===== src/rtl/cmd_ring_pkg.sv =====
package cmd_ring_pkg;
    localparam int REG_W     = 32;
    localparam int CCS_BIT   = 0;
    localparam int STOP_BIT  = 1;
    localparam int ABORT_BIT = 2;
    localparam int RUN_BIT   = 3;
    localparam int CODE_W    = 8;
    localparam logic [CODE_W-1:0] CODE_RING_STOPPED = 8'd24;

    typedef enum logic [1:0] {
        IDLE_ST  = 2'd0,
        RUN_ST   = 2'd1,
        DRAIN_ST = 2'd2
    } ring_st_e;
endpackage


===== src/rtl/crc_fsm.sv =====
module crc_fsm
    import cmd_ring_pkg::*;
(
    input  logic clk,
    input  logic rst_n,
    input  logic abort_wr,
    input  logic stop_wr,
    input  logic db_hit,
    input  logic cmd_done,
    output logic running,
    output logic start_now,
    output logic ev_req,
    output logic kill_q,
    output logic start_q
);
    ring_st_e state, nxt;
    logic     kill_c;

    // State register.
    always_ff @(posedge clk) begin
        if (!rst_n) state <= IDLE_ST;
        else        state <= nxt;
    end

    // Next-state and transition decode.
    always_comb begin
        nxt       = state;
        ev_req    = 1'b0;
        kill_c    = 1'b0;
        start_now = 1'b0;
        unique case (state)
            IDLE_ST: begin
                if (db_hit) begin           // T_START
                    nxt       = RUN_ST;
                    start_now = 1'b1;
                end
            end
            RUN_ST: begin
                if (abort_wr) begin         // T_ABORT
                    nxt    = IDLE_ST;
                    ev_req = 1'b1;
                    kill_c = 1'b1;
                end else if (stop_wr) begin // T_STOP_REQ
                    nxt = DRAIN_ST;
                end
            end
            DRAIN_ST: begin
                if (abort_wr) begin         // T_DRAIN_ABORT
                    nxt    = IDLE_ST;
                    ev_req = 1'b1;
                    kill_c = 1'b1;
                end else if (cmd_done) begin // T_DRAIN_DONE
                    nxt    = IDLE_ST;
                    ev_req = 1'b1;
                end
            end
            default: nxt = IDLE_ST;
        endcase
    end

    // Output register.
    always_ff @(posedge clk) begin
        if (!rst_n) begin
            kill_q  <= 1'b0;
            start_q <= 1'b0;
        end else begin
            kill_q  <= kill_c;
            start_q <= start_now;
        end
    end

    assign running = (state != IDLE_ST);


    abort_stops_chk: assert property (@(posedge clk) disable iff (!rst_n)
        (running && abort_wr) |=> (!running && kill_q));


    idle_hold_chk: assert property (@(posedge clk) disable iff (!rst_n)
        (!running && !db_hit) |=> (!running && !kill_q));


    start_pulse_chk: assert property (@(posedge clk) disable iff (!rst_n)
        start_q |=> !start_q);
endmodule


===== src/rtl/crc_cycle_sel.sv =====
module crc_cycle_sel (
    input  logic clk,
    input  logic rst_n,
    input  logic wr,
    input  logic wbit,
    input  logic stopped,
    input  logic start_now,
    input  logic int_ccs,
    output logic fetch_ccs
);
    logic ccs_val;
    logic ccs_wr;

    always_ff @(posedge clk) begin
        if (!rst_n) begin
            ccs_val   <= 1'b0;
            ccs_wr    <= 1'b0;
            fetch_ccs <= 1'b0;
        end else if (start_now) begin
            if (wr)          fetch_ccs <= wbit;
            else if (ccs_wr) fetch_ccs <= ccs_val;
            else             fetch_ccs <= int_ccs;
            ccs_wr <= 1'b0;
        end else if (wr && stopped) begin
            ccs_val <= wbit;
            ccs_wr  <= 1'b1;
        end
    end


    ccs_lock_chk: assert property (@(posedge clk) disable iff (!rst_n)
        (wr && !stopped) |=> ($stable(ccs_val) && $stable(ccs_wr)));
endmodule


===== src/rtl/crc_evt_hold.sv =====
module crc_evt_hold
    import cmd_ring_pkg::*;
#(
    parameter int PTR_W = 64
) (
    input  logic              clk,
    input  logic              rst_n,
    input  logic              ev_req,
    input  logic [PTR_W-1:0]  ptr_in,
    input  logic              evt_ready,
    output logic              evt_valid,
    output logic [CODE_W-1:0] evt_code,
    output logic [PTR_W-1:0]  evt_ptr
);
    always_ff @(posedge clk) begin
        if (!rst_n) begin
            evt_valid <= 1'b0;
            evt_ptr   <= '0;
        end else if (ev_req) begin
            evt_valid <= 1'b1;
            evt_ptr   <= ptr_in;
        end else if (evt_ready) begin
            evt_valid <= 1'b0;
        end
    end

    assign evt_code = evt_valid ? CODE_RING_STOPPED : '0;


    evt_hold_chk: assert property (@(posedge clk) disable iff (!rst_n)
        (evt_valid && !evt_ready && !ev_req) |=> (evt_valid && $stable(evt_ptr)));
endmodule


===== src/rtl/cmd_ring_ctl.sv =====
module cmd_ring_ctl
    import cmd_ring_pkg::*;
#(
    parameter int PTR_W      = 64,
    parameter int REASON_W   = 8,
    parameter int CMD_REASON = 0
) (
    input  logic                clk,
    input  logic                rst_n,
    input  logic                reg_wr,
    input  logic [REG_W-1:0]    reg_wdata,
    output logic [REG_W-1:0]    reg_rdata,
    input  logic                db_valid,
    input  logic [REASON_W-1:0] db_reason,
    input  logic                cmd_done,
    input  logic                int_ccs,
    input  logic [PTR_W-1:0]    deq_ptr,
    output logic                ring_running,
    output logic                cmd_kill,
    output logic                fetch_start,
    output logic                fetch_ccs,
    output logic                evt_valid,
    input  logic                evt_ready,
    output logic [CODE_W-1:0]   evt_code,
    output logic [PTR_W-1:0]    evt_ptr
);
    localparam logic [REASON_W-1:0] REASON_CMD = REASON_W'(CMD_REASON);

    logic abort_wr, stop_wr, db_hit, start_now, ev_req;

    assign abort_wr = reg_wr && reg_wdata[ABORT_BIT];
    assign stop_wr  = reg_wr && reg_wdata[STOP_BIT];
    assign db_hit   = db_valid && (db_reason == REASON_CMD);

    crc_fsm u_fsm (
        .clk       (clk),
        .rst_n     (rst_n),
        .abort_wr  (abort_wr),
        .stop_wr   (stop_wr),
        .db_hit    (db_hit),
        .cmd_done  (cmd_done),
        .running   (ring_running),
        .start_now (start_now),
        .ev_req    (ev_req),
        .kill_q    (cmd_kill),
        .start_q   (fetch_start)
    );

    crc_cycle_sel u_ccs (
        .clk       (clk),
        .rst_n     (rst_n),
        .wr        (reg_wr),
        .wbit      (reg_wdata[CCS_BIT]),
        .stopped   (!ring_running),
        .start_now (start_now),
        .int_ccs   (int_ccs),
        .fetch_ccs (fetch_ccs)
    );

    crc_evt_hold #(.PTR_W(PTR_W)) u_evt (
        .clk       (clk),
        .rst_n     (rst_n),
        .ev_req    (ev_req),
        .ptr_in    (deq_ptr),
        .evt_ready (evt_ready),
        .evt_valid (evt_valid),
        .evt_code  (evt_code),
        .evt_ptr   (evt_ptr)
    );

    always_comb begin
        reg_rdata          = '0;
        reg_rdata[RUN_BIT] = ring_running;
    end


    single_evt_chk: assert property (@(posedge clk) disable iff (!rst_n)
        (ring_running && abort_wr && stop_wr) |=> (!ring_running && evt_valid));
endmodule


===== config.mk =====
export PLATFORM = sky130hd
export DESIGN_NAME = cmd_ring_ctl
export DESIGN_NICKNAME = d
export VERILOG_FILES = /design/src/rtl/cmd_ring_pkg.sv /design/src/rtl/crc_fsm.sv /design/src/rtl/crc_cycle_sel.sv /design/src/rtl/crc_evt_hold.sv /design/src/rtl/cmd_ring_ctl.sv
export SDC_FILE = /design/constraint.sdc
export NUM_CORES = 1
export LEC_CHECK = 0
export ABC_AREA = 1
export BUFFER_PORTS_ARGS = -buffer_cell sky130_fd_sc_hd__buf_4
export CAP_MARGIN = 15
export CORE_MARGIN = 4
export CORE_UTILIZATION = 37
export DETAILED_ROUTE_END_ITERATION = 10
export GPL_TIMING_DRIVEN = 0
export PLACE_DENSITY = 0.81
export SYNTH_ARGS = -nofsm -noshare
export SYNTH_HDL_FRONTEND = slang
export SYNTH_SLANG_ARGS = --single-unit
export TNS_END_PERCENT = 5

===== constraint.sdc =====
create_clock -name clk -period 1.45 [get_ports clk]
set_input_delay 0.3625 -clock clk [delete_from_list [all_inputs] [get_ports clk]]
set_output_delay 0.3625 -clock clk [all_outputs]
set_load 0.01 [all_outputs]

Yosys cells after proc, flatten, opt, wreduce, memory -nomap -nowiden:

Cells that the tools add are included.

* register bits: 72
* input bits: 111
* output and inout port bits: 109
* word-level logic and storage cells: 46

* eq/ne operators: 5
* mux-type cells: 17
* bitwise gates (word level): 2
* reduce and logical (&&, ||, !) cells: 14

Operators by type and width (number)
* $mux W2: 5
* $mux W1: 9
* $logic_not A8 Y1: 1
* $ne A3 B3 Y1 const B: 2
* $pmux W2 S3: 1
* $mux W5: 1
* $logic_and A1 B1 Y1: 4
* $reduce_and A2 Y1: 2
* $reduce_bool A2 Y1: 2
* $reduce_or A2 Y1: 2
* $reduce_and A3 Y1: 1
* $eq A2 B1 Y1 const B: 1
* $eq A2 B2 Y1 const B: 1
* $logic_not A2 Y1: 1
* $ne A2 B2 Y1 const B: 1
* $not A1 Y1: 2
* $pmux W1 S2: 1
* $logic_not A1 Y1: 1

Longest topological paths before layout:

* depth in word-level cells: 6
* depth in mapped cells: 9
* gate-level depth less buffers: 8

Cells and area by module:

Synthesis repeated with hierarchy kept, for this count alone.

* cell total of the unflattened synthesis: 397
* area, all modules: 3072.9 um^2

Modules (own cells, without submodules)
* crc_evt_hold: times used 1, cells an instance 292, area an instance 2356.0 um^2, seq. area each 1301.2 um^2
* cmd_ring_ctl: times used 1, cells an instance 45, area an instance 290.3 um^2, seq. area each 0.0 um^2
* crc_fsm: times used 1, cells an instance 37, area an instance 277.8 um^2, seq. area each 80.1 um^2
* crc_cycle_sel: times used 1, cells an instance 23, area an instance 148.9 um^2, seq. area each 60.1 um^2

Worst setup path after synthesis:

No wires, ideal clock.

* kind: flip-flop to flip-flop
* from: reg u_fsm.state[0]
* to: reg u_evt.evt_ptr[34]
* setup time: 0.117 ns
* arrival: 1.308 ns
* data required time: 1.333 ns
* path slack: 0.025 ns
* stages on the path, launching flop included: 10
* path buffers: 2
* clock period less this slack: 1.425 ns
* cell sequence: dfxtp_1 -> inv_1 -> ha_1 -> inv_1 -> a21oi_2 -> o21ai_2 -> buf_6 -> buf_6 -> o21ai_1 -> a21oi_1

* longest elaborated chain between the ends: 2
* elaborated cells between the ends (all ways): 3
* those cells by class: eq/ne (2); mux (1)

RTL lines
* start, declared: RTL line crc_fsm.sv:16 `ring_st_e state, nxt;`
* start signal, assigned: RTL line crc_fsm.sv:22 `else state <= nxt;`
* $eq A2 B2 Y1 or $eq A2 B1 Y1 (tied branches): RTL line crc_fsm.sv:31 `unique case (state)`
* $pmux W1 S2 (*): RTL line crc_fsm.sv:31
* end signal, assigned: RTL line crc_evt_hold.sv:21 `evt_ptr <= ptr_in;`
* end, declared: RTL line crc_evt_hold.sv:13 `output logic [PTR_W-1:0] evt_ptr`

Every way passes the cells marked *; elsewhere a longest branch is shown, timed or not.
A chain may end at the register's enable or synchronous reset.

Worst setup path in the final report:

* from: reg u_fsm.state[0]
* to: reg u_evt.evt_ptr[30]

The elaborated chain is that of the path after synthesis.

==> impl_metrics.tcl <==
set metrics [dict create \
    syn_inst 386 \
    violations "setup timing" \
    die_x_um 99.6 \
    dp_hpwl_um 6690 \
    arrival_ns 1.77 \
    finalMaxSlewViolations 0 \
    via_per_inst 4.36 \
    slew_headroom_pct 55.9 \
    avgSynthCellArea_um2 8.05 \
    syn_area_um2 3110 \
    yosys_warnings 0 \
    core_area_um2 8180 \
    grt_max_degree 12 \
    crit_type "reg -> reg" \
    hp-class "in -> reg" \
    ir_drop_v 0.000691 \
    antenna_cells 0 \
    tightest_slew_ns 0.662 \
    finish.utilization_pct 63.8 \
    root_buffer "clkbuf_8" \
    synth_top_area_share_pct 46.4 \
    start_kind "register" \
    status "complete, but fails checks" \
    hold_ws_ns 0.262 \
    hold_buffers 0 \
    cp_max_fo 10 \
    slowest_delay_ns 0.36 \
    finalSetupViolCount 66 \
    drive_gt1_share_pct 51.1 \
    path_buf_inv 4 \
    grt_pass1_vias 2956 \
    critPathSlowestCell "dfxtp_2" \
    skew_ns 0.00793 \
    setup_slack_ns -0.0987 \
    hold_viol 0 \
    drv_cap 0 \
    row_count 33 \
    clk_pin_slew_worst_paths_ns 0.08 \
    dieArea_um2 9930 \
    post_drt_wl_per_cell_um 13.0 \
    grt_pass1_wl_um 13600 \
    fp.dieH_um 99.6 \
    drt.antenna.violating_nets 0 \
    critPathTopFamily "compound AO/OA/AOI/OAI gates" \
    yosysTopAreaCell "dfxtp_1" \
    seq_area_frac_synth_pct 46.4 \
    io_buffers 152 \
    grtUsageTotal_pct 16.9 \
    worstPathRequired_ns 1.67 \
    routed_wl_um 9150 \
    cp-end-kind "register" \
    synthTopCellsByArea "dfxtp_1 46%, a21oi_1 11%, buf_4 10%" \
    cts_tree "built" \
    drtPass1Iterations 4 \
    fin_crit_ns 1.55 \
    cts_buffers 9 \
    synth.distinct_cells 21 \
    max_freq_mhz 646 \
    leakage_nw 2.39 \
    clk_latency_ns 0.33 \
    overflow 0 \
    cts_buffer_depth 2 \
    pwr_density_cell_nw_per_um2 1210 \
    start_util_pct 38.0 \
    dp.cells 679 \
    io_pins 220 \
    htree_levels 3 \
    place.gp.congestion 0.776 \
    layout.nets 711 \
    drt_drc_violations_left 0 \
    rsz0062_at_grt "yes" \
    final_cells 706 \
    clkSinkCount 72 \
    dp_slack_ns -0.244 \
    antenna_found_initial 0 \
    finalSetupTns_ns -3.60 \
    crit_chain "inv_2 -> ha_4 -> inv_2 -> a21oi_4 -> o21ai_4 -> buf_12 -> buf_8 -> o21ai_2 -> a21oi_4" \
    syn_to_final_growth_pct 67.8 \
    num_vias 3080 \
    drt_iter0_drc 61 \
    post-route-period-util_pct 107 \
    ys_ff_latch 72 \
]
-- layout make-up --
type | count | area, µm²
plain buffers | 61 | 532
clock buffers | 13 | 159
clock inverters | 3 | 40.0
fillers | 663 | 2960
inverters | 76 | 290
multi-input cells | 213 | 1340
flip-flops and latches | 72 | 1440
well taps | 105 | 131
repair buffers | 163 | 1280
-- flip-flops by register name (all words and copies together), names as in the netlist --
signal           cells
u_ccs.ccs_wr         1
u_fsm.state          2
u_fsm.kill_q         1
u_fsm.start_q        1
u_evt.evt_valid      1
u_ccs.fetch_ccs      1
u_ccs.ccs_val        1
u_evt.evt_ptr       64
-- cells in the final DEF, fill, tap and decap left out, drive strengths merged, types with 4 or more instances in the layout --
cell and count:
a21oi 68, buf 218, clkbuf 19, conb 37, dfxtp 72, ha 4
inv 76, nand2 16, nand3 6, nor2 11, o21ai 68
-- stage by stage --
stage               area (µm²)  total power [W]
CTS                       4980          0.00616
global route              5210          0.00667
detailed placement        4510          0.00422
finish                    5210          0.00633
floorplan                 3240          0.00342
global placement          4510          0.00415
-- cell families after synthesis --
logic type,count (synthesis),share of synthesized area [%]
buf+inv,137,24.0
compound gates,138,23.4
other cells,1,0.121
fa+ha+maj,4,1.61
simple gates,34,4.47
flops,72,46.4
-- report_power, final --
part / internal, W / total, W / switching (W)
Combinational: 0.00122 / 0.00232 / 0.00111
Clock: 0.000886 / 0.00159 / 0.000701
Sequential: 0.00226 / 0.00242 / 0.000159
-- final timing paths --
path	from	end	slack [ns]	cells past startpoint
worst max-delay path	u_fsm.state[0]$_SDFFE_PN0P_	u_evt.evt_ptr[30]$_SDFFE_PN0P_	-0.1	9
worst min-delay path	reg_wdata[0]	u_ccs.ccs_val$_SDFFE_PN0P_	0.26	3
worst max register to register	u_fsm.state[0]$_SDFFE_PN0P_	u_evt.evt_ptr[30]$_SDFFE_PN0P_	-0.1	9
worst min register to register	u_evt.evt_ptr[5]$_SDFFE_PN0P_	u_evt.evt_ptr[5]$_SDFFE_PN0P_	0.45	2
-- layer usage --
| metal | global-route usage, % | vias to the layer above | share of wire, % |
|---|---|---|---|
| met5 | 0 | - | 0 |
| met1 | 18.7 | 1379 | 37 |
| met2 | 30.2 | 117 | 53 |
| li1 | - | 1567 | - |
| met4 | 6.41 | 0 | 1.7 |
| met3 | 5.40 | 17 | 8.4 |
-- worst register-to-register path, stage by stage, from the launching register on --
cell	delay (ns)
dfxtp_2	0.36
inv_2	0.06
ha_4	0.26
inv_2	0.04
a21oi_4	0.12
o21ai_4	0.10
buf_12	0.16
buf_8	0.14
o21ai_2	0.17
a21oi_4	0.04
-- cell usage after synthesis (all sizes together) --
master,instances
o21ai,68
inv,76
nor2,11
nand2,16
ha,4
o21bai,1
o211a,1
nand3,6
clkbuf,6
a21oi,68
conb,1
buf,55
nor3,1
dfxtp,72
-- repair_timing --
item / 4_1_cts / 5_1_grt
setup endpoints to repair: 67 / 67
gates cloned: 4 / 0
pin swaps: 11 / 8
setup buffers: 7 / 1
gates resized for setup: 52 / 71
Power figures use the tool's default switching activity.
